==> src/rtl/acc_alu_pkg.sv <==
package acc_alu_pkg;
   typedef enum logic [3:0] {
      OP_NOP  = 4'd0,
      OP_ADD  = 4'd1,
      OP_SUB  = 4'd2,
      OP_AND  = 4'd3,
      OP_OR   = 4'd4,
      OP_XOR  = 4'd5,
      OP_LDLO = 4'd6,
      OP_LDL  = 4'd7,
      OP_STO  = 4'd8
   } alu_op_e;
endpackage

==> src/rtl/operand_scaler.sv <==
module operand_scaler #(
   parameter int OPW  = 16,
   parameter int ACCW = 32,
   parameter int ISHW = 5,
   parameter int IMAX = 16
) (
   input  logic [OPW-1:0]  src,
   input  logic            sxm,
   input  logic [ISHW-1:0] amt,
   output logic [ACCW-1:0] opnd
);
   localparam logic [ISHW-1:0] MAXV = ISHW'(IMAX);

   if (IMAX >= (1 << ISHW)) begin : g_bad_cnt
      $error("operand_scaler: IMAX does not fit in shift field");
   end
   if (ACCW < OPW + IMAX) begin : g_bad_w
      $error("operand_scaler: ACCW too narrow for maximum shift");
   end

   logic [ISHW-1:0] amt_c;
   logic [ACCW-1:0] stg [ISHW+1];

   assign amt_c  = (amt > MAXV) ? MAXV : amt;
   assign stg[0] = sxm ? {{(ACCW-OPW){src[OPW-1]}}, src}
                       : {{(ACCW-OPW){1'b0}}, src};

   for (genvar k = 0; k < ISHW; k++) begin : g_stage
      assign stg[k+1] = amt_c[k] ? (stg[k] << (1 << k)) : stg[k];
   end

   assign opnd = stg[ISHW];
endmodule

==> src/rtl/store_scaler.sv <==
module store_scaler #(
   parameter int OPW  = 16,
   parameter int ACCW = 32,
   parameter int OSHW = 3
) (
   input  logic [ACCW-1:0] acc,
   input  logic [OSHW-1:0] amt,
   input  logic            hi,
   output logic [OPW-1:0]  data
);
   if (ACCW != 2 * OPW) begin : g_bad_w
      $error("store_scaler: ACCW must be twice OPW");
   end

   logic [ACCW-1:0] stg [OSHW+1];
   assign stg[0] = acc;

   for (genvar k = 0; k < OSHW; k++) begin : g_stage
      assign stg[k+1] = amt[k] ? (stg[k] << (1 << k)) : stg[k];
   end

   assign data = hi ? stg[OSHW][ACCW-1:OPW] : stg[OSHW][OPW-1:0];
endmodule

==> src/rtl/alu_core.sv <==
module alu_core
   import acc_alu_pkg::*;
#(
   parameter int OPW  = 16,
   parameter int ACCW = 32
) (
   input  alu_op_e         op,
   input  logic [ACCW-1:0] acc,
   input  logic [ACCW-1:0] opnd,
   input  logic [OPW-1:0]  raw,
   output logic [ACCW-1:0] nxt,
   output logic            nxt_c,
   output logic            nxt_v,
   output logic            upd_acc,
   output logic            upd_flg
);
   localparam int MSB = ACCW - 1;

   logic [ACCW:0] sum_add, sum_sub;
   assign sum_add = {1'b0, acc} + {1'b0, opnd};
   assign sum_sub = {1'b0, acc} + {1'b0, ~opnd} + {{ACCW{1'b0}}, 1'b1};

   always_comb begin
      nxt     = acc;
      nxt_c   = 1'b0;
      nxt_v   = 1'b0;
      upd_acc = 1'b1;
      upd_flg = 1'b0;
      unique case (op)
         OP_ADD: begin
            nxt     = sum_add[MSB:0];
            nxt_c   = sum_add[ACCW];
            nxt_v   = (acc[MSB] == opnd[MSB]) && (sum_add[MSB] != acc[MSB]);
            upd_flg = 1'b1;
         end
         OP_SUB: begin
            nxt     = sum_sub[MSB:0];
            nxt_c   = sum_sub[ACCW];
            nxt_v   = (acc[MSB] != opnd[MSB]) && (sum_sub[MSB] != acc[MSB]);
            upd_flg = 1'b1;
         end
         OP_AND:  nxt = acc & opnd;
         OP_OR:   nxt = acc | opnd;
         OP_XOR:  nxt = acc ^ opnd;
         OP_LDLO: nxt = {acc[MSB:OPW], raw};
         OP_LDL:  nxt = opnd;
         default: upd_acc = 1'b0;
      endcase
   end
endmodule

==> src/rtl/acc_alu_shift.sv <==
module acc_alu_shift
   import acc_alu_pkg::*;
#(
   parameter int OPW  = 16,
   parameter int ACCW = 32,
   parameter int ISHW = 5,
   parameter int OSHW = 3
) (
   input  logic            clk,
   input  logic            rst_n,
   input  logic            op_valid,
   input  logic [3:0]      op_code,
   input  logic            use_imm,
   input  logic [OPW-1:0]  imm_data,
   input  logic [OPW-1:0]  mem_rdata,
   input  logic            sxm,
   input  logic [ISHW-1:0] shift_amt,
   input  logic            store_hi,
   output logic [ACCW-1:0] acc_q,
   output logic            carry,
   output logic            ovf,
   output logic            wr_en,
   output logic [OPW-1:0]  wr_data
);
   localparam int IMAX = OPW;

   if (OSHW > ISHW) begin : g_bad_osh
      $error("acc_alu_shift: store shift field wider than shift input");
   end

   alu_op_e         op;
   logic [OPW-1:0]  src;
   logic [ACCW-1:0] opnd, nxt;
   logic [OPW-1:0]  st_data;
   logic            nxt_c, nxt_v, upd_acc, upd_flg;

   assign op  = alu_op_e'(op_code);
   assign src = use_imm ? imm_data : mem_rdata;

   operand_scaler #(.OPW(OPW), .ACCW(ACCW), .ISHW(ISHW), .IMAX(IMAX)) u_in (
      .src(src), .sxm(sxm), .amt(shift_amt), .opnd(opnd));

   alu_core #(.OPW(OPW), .ACCW(ACCW)) u_alu (
      .op(op), .acc(acc_q), .opnd(opnd), .raw(src), .nxt(nxt),
      .nxt_c(nxt_c), .nxt_v(nxt_v), .upd_acc(upd_acc), .upd_flg(upd_flg));

   store_scaler #(.OPW(OPW), .ACCW(ACCW), .OSHW(OSHW)) u_out (
      .acc(acc_q), .amt(shift_amt[OSHW-1:0]), .hi(store_hi), .data(st_data));

   always_ff @(posedge clk) begin
      if (!rst_n) begin
         acc_q   <= '0;
         carry   <= 1'b0;
         ovf     <= 1'b0;
         wr_en   <= 1'b0;
         wr_data <= '0;
      end else begin
         wr_en <= 1'b0;
         if (op_valid) begin
            if (upd_acc) acc_q <= nxt;
            if (upd_flg) begin
               carry <= nxt_c;
               ovf   <= nxt_v;
            end
            if (op == OP_STO) begin
               wr_en   <= 1'b1;
               wr_data <= st_data;
            end
         end
      end
   end
endmodule

==> config.mk <==
export PLATFORM = sky130hd
export DESIGN_NAME = acc_alu_shift
export DESIGN_NICKNAME = d
export VERILOG_FILES = /design/src/rtl/acc_alu_pkg.sv /design/src/rtl/operand_scaler.sv /design/src/rtl/store_scaler.sv /design/src/rtl/alu_core.sv /design/src/rtl/acc_alu_shift.sv
export SDC_FILE = /design/constraint.sdc
export NUM_CORES = 1
export LEC_CHECK = 0
export BUFFER_PORTS_ARGS = -buffer_cell sky130_fd_sc_hd__buf_2
export CAP_MARGIN = 20
export CORE_MARGIN = 3
export CORE_UTILIZATION = 30
export DETAILED_ROUTE_END_ITERATION = 8
export GPL_TIMING_DRIVEN = 0
export HOLD_SLACK_MARGIN = 0.15
export SYNTH_ARGS = -nofsm -noshare
export SYNTH_HDL_FRONTEND = slang
export SYNTH_HIERARCHICAL = 1
export SYNTH_SLANG_ARGS = --single-unit
==> constraint.sdc <==
create_clock -name clk -period 5.6 [get_ports clk]
set_clock_uncertainty 0.05 [all_clocks]
set_input_delay 1.68 -clock clk [delete_from_list [all_inputs] [get_ports clk]]
set_output_delay 1.68 -clock clk [all_outputs]
set_load 0.005 [all_outputs]
==> results by stage <==
STA:
- At the pin with the least slew margin, the transition time is 1.22 ns.
- The part of the cycle the worst path needs is 1.02.
- The final-report max-slew violation count is 0.
- Setup repair after global routing could not meet its margin everywhere.
- Measured against its own limit, the worst slew margin works out to 0.187.
- The number of setup violations in the final report is 6.
- Counting I/O delays and the setup requirement, the final critical path takes 5.71 ns.
- The number of hold violations in the final report is 0.
- For this run, the top clock speed supported by timing is 0.175 GHz.
- Hold is met by 0.404 ns.
- The accumulated negative setup slack is -0.363 ns.
- The final worst-path setup slack is -0.106 ns.

Drt:
- The final layout contains routed wiring with a total length of 48.4 mm.
- The routed length on met2 is 21.4 mm.
- The routed design uses 4.86 mm of met3 wire.
- Summing over every cut layer, the via total after detailed routing is 12311.
- The residual DRC count is 0.
- The iteration count of the initial detailed-routing pass is 6.
- After detailed routing, the average wire length per cell comes to between 20 and 25 µm.
- Using the TritonRoute via totals, the vias-per-cell ratio works out to 6.15.
- After the first detailed-routing iteration, the DRC count stood at 1376.
- The detailed router used layers up to and including met5.
- The total routed wire length on the met1 layer is 19.4 mm.
- The count of nets left with antenna violations once routing finished came out at 0.

Global route:
- Across every metal layer, demand over resource in global routing totals 0.254.
- The via count of the first global-routing pass came to 11743.
- The first global-routing pass estimated 71.6 mm of wire.
- Entering global routing, the biggest net connects 16 pins.
- The initial antenna violation count is 1.
- The overflow left after global routing is 0.

CTS:
- The H-tree depth reported by CTS is 2.
- The clock drives between 50 and 60 sinks.
- The clock latency of the later-clocked register in the worst-skew pair is about 0.30 ns.
- Hold repair after CTS inserted 0 buffers.
- The clock edge transition at the registers on the reported setup and hold paths is 0.07 ns.
- The cell at the root of the clock tree is sky130_fd_sc_hd__clkbuf_16.
- The clock buffer count from CTS is 5.
- In this run the deepest clock path goes through 2 buffers.
- TritonCTS built the clock tree.

Flow run:
- The max-cap violation count is 0.

Synth:
- The post-synth design cell area is 10100 µm².
- For this run, asynchronously set or reset flops after synthesis account for 0.
- Counting distinct cell types in the post-synthesis netlist gives 96.
- In this run, synthesis inferred 0 flip-flops with an integrated enable.
- The synthesized area per cell is 7.24 µm².
- The count of yosys warnings during synthesis is 6.
- The number of nets handed over by synthesis was 1553.
- In the synthesized netlist, the number of instances is 1398.
- The post-synthesis sequential element count is 51.
- Of the synthesized area, sequential elements account for 0.101.
- The most common flop cell mapped by yosys is sky130_fd_sc_hd__dfxtp_1.

Layout:
- After the flow finishes, the layout carries non-filler instances totaling about 2000.
- The fraction of layout instances using a drive strength above 1 is 0.300.
- 0 antenna diodes ended up in the layout.
- The number of nets in the layout is 1715.
- The post-layout utilization of the core is 0.400.
- The area growth from synthesis to layout is 30.0%.

Power:
- The power density of the placed cells is 146 nW/µm².
- Across the VDD grid, the largest voltage drop is 0.000115 V.
- In this run the static leakage power is 5.09 nW.

Setup path:
- The critical path goes through buf_12 -> buf_12 -> mux2_4 -> mux4_2 -> mux2i_4 -> o22ai_2 -> inv_2 -> ha_4 -> buf_6 -> nor2_1 -> a21oi_2 -> nand3_1 -> o221ai_4 -> or4_4 -> a211oi_4 -> o311ai_2 -> o211ai_1 -> nand2_1 -> a21boi_1.
- The type of element launching the critical path is an input pin.
- The maximum fanout along the worst path is 8.
- At the worst endpoint, the required time is ~5.8 ns.
- The slowest stage of the critical path belongs to the cell sky130_fd_sc_hd__or4_4.
- The cell count of the worst reg-to-reg path is 15.
- The critical path crosses 19 cells after its start point.
- Counting both buffers and inverters, the worst setup path holds a total of 4.
- On the worst path, the slowest cell contributes a delay of 0.63 ns.
- The startpoint-to-endpoint class of the critical path is in2reg.
- The worst setup path is captured at a register.
- The endpoint arrival time on the critical path is 5.89 ns.
- The cell type group with the largest total delay on the critical path is compound AO/OA/AOI/OAI gates.
- The most numerous cell on the critical path is sky130_fd_sc_hd__buf_12.

Die:
- 98 I/O pins were placed.
- Measured along the y axis, the die boundary spans 190 µm.
- The floorplan step defined a die boundary enclosing between 30000 and 40000 µm².
- The total area inside the core boundary comes to 32900 µm².
- The site row count is 66.
- The width of the die is 190 µm.
- The starting density of the core is 0.308.

Worst hold path:
- The worst hold path was traced through 2 stages.
- In this run the worst hold path is classified as reg2reg.

Status:
- The final reports fail on negative setup slack.
- The run finished, with violations left.

Placed design:
- The final weighted congestion of routability-driven global placement is 1.07.
- The worst slack at placement is -1.53 ns.
- The number of placed instances, taps included, is 1934.
- Input and output buffers added on the ports amount to 93.
- Once detailed placement completed, the half-perimeter wirelength came to 36.8 mm.
-- cells in the mapped netlist (all sizes together), types with 17 or more instances --
cell,instances,share of area
nand3,26,0.013
clkbuf,46,0.017
mux2,30,0.033
mux4,23,0.053
o21bai,19,0.014
nor3,30,0.015
a22oi,25,0.019
nand2,181,0.067
buf,54,0.034
o21ai,89,0.044
nor2,109,0.040
a21boi,36,0.027
a211oi,17,0.014
a21oi,104,0.053
ha,106,0.13
mux2i,51,0.050
inv,105,0.039
dfxtp,51,0.10
o22ai,21,0.013
-- timing repair --
| action | CTS | global route |
|---|---|---|
| endpoints found under the hold margin | 0 | 0 |
| setup buffers | 36 | 30 |
| pin swaps | 24 | 51 |
| resized for setup | 141 | 191 |
| setup endpoints to repair | 24 | 22 |
| gates cloned | 1 | 0 |
-- per-stage QoR --
stage	total power [W]	area (µm²)
after global placement	0.00130	11100
after global routing	0.00201	13200
after floorplan	0.00101	10100
after CTS	0.00173	12100
after detailed placement	0.00130	11200
final	0.00193	13200
-- worst reg2reg max path, delay by kind of cell (launching register included) --
kind / cells / cell delay (ns)
fa+ha+maj: 2 / 0.44
compound gates: 7 / 1.42
buf+inv: 3 / 0.40
simple gates: 3 / 0.89
flops: 1 / 0.49
-- kinds of logic (layout without fill, tap and decap cells) --
group,Yosys count,count (layout),synth area share
fa+ha+maj,108,108,0.135
simple gates,430,430,0.193
xor+xnor,9,9,0.00779
buf+inv,208,371,0.0919
compound gates,488,488,0.334
flops,51,51,0.101
mux,104,104,0.137
-- cell type report --
type                    count  area (µm²)
multi-input cells        1139        9390
clock buffers               6         129
fillers                  3404       19700
well taps                 442         553
flip-flops and latches     51        1020
clock inverters             2        12.5
inverters                 108         425
plain buffers              94         612
repair buffers            161        1010
-- worst paths after layout --
check,endpoint,slack [ns],from
max,acc_q[28],-0.11,use_imm
min,carry,0.40,carry
max reg2reg,acc_q[28],1.86,acc_q[0]
min reg2reg,carry,0.40,carry
-- power breakdown --
group | switching (W) | internal, W | leakage (nW)
registers | 0.0000319 | 0.000373 | 0.413
clock network | 0.000140 | 0.000165 | 0.0669
logic | 0.000740 | 0.000475 | 4.61
total | 0.000912 | 0.00101 | 5.09
-- routing by layer --
metal  up-vias  GRT usage
li1       5491          -
met1      5826      0.341
met2       834      0.406
met3       158     0.0321
met4         2      0.122
met5         -          0
-- flip-flops by register name (all words and copies together), names as in the netlist --
register  count
acc_q        32
carry         1
ovf           1
wr_data      16
wr_en         1
-- cells in the final DEF (no fill, tap or decap), types with 9 or more instances in the layout --
| cell | instances |
|---|---|
| sky130_fd_sc_hd__a31oi_1 | 12 |
| sky130_fd_sc_hd__o2111ai_1 | 14 |
| sky130_fd_sc_hd__a21oi_2 | 17 |
| sky130_fd_sc_hd__o211ai_1 | 16 |
| sky130_fd_sc_hd__clkbuf_1 | 32 |
| sky130_fd_sc_hd__mux2i_1 | 42 |
| sky130_fd_sc_hd__o22ai_1 | 17 |
| sky130_fd_sc_hd__nand3_1 | 23 |
| sky130_fd_sc_hd__o21ai_0 | 59 |
| sky130_fd_sc_hd__inv_1 | 90 |
| sky130_fd_sc_hd__a21boi_0 | 23 |
| sky130_fd_sc_hd__ha_1 | 91 |
| sky130_fd_sc_hd__o21bai_1 | 16 |
| sky130_fd_sc_hd__a21o_1 | 14 |
| sky130_fd_sc_hd__a21oi_1 | 80 |
| sky130_fd_sc_hd__nand4_1 | 10 |
| sky130_fd_sc_hd__nand2b_1 | 15 |
| sky130_fd_sc_hd__o221ai_1 | 10 |
| sky130_fd_sc_hd__nor2b_1 | 9 |
| sky130_fd_sc_hd__buf_2 | 105 |
| sky130_fd_sc_hd__o21ai_1 | 11 |
| sky130_fd_sc_hd__a221o_1 | 11 |
| sky130_fd_sc_hd__nand2_1 | 176 |
| sky130_fd_sc_hd__buf_6 | 15 |
| sky130_fd_sc_hd__mux2_4 | 10 |
| sky130_fd_sc_hd__ha_4 | 12 |
| sky130_fd_sc_hd__mux2_2 | 20 |
| sky130_fd_sc_hd__inv_2 | 12 |
| sky130_fd_sc_hd__dfxtp_1 | 51 |
| sky130_fd_sc_hd__a22oi_1 | 22 |
| sky130_fd_sc_hd__buf_1 | 9 |
| sky130_fd_sc_hd__buf_4 | 80 |
| sky130_fd_sc_hd__o21ai_2 | 15 |
| sky130_fd_sc_hd__a21boi_1 | 12 |
| sky130_fd_sc_hd__nor3_1 | 22 |
| sky130_fd_sc_hd__a221oi_1 | 9 |
| sky130_fd_sc_hd__mux4_2 | 18 |
| sky130_fd_sc_hd__nor2_1 | 93 |
(Power assumes the default switching activity.)
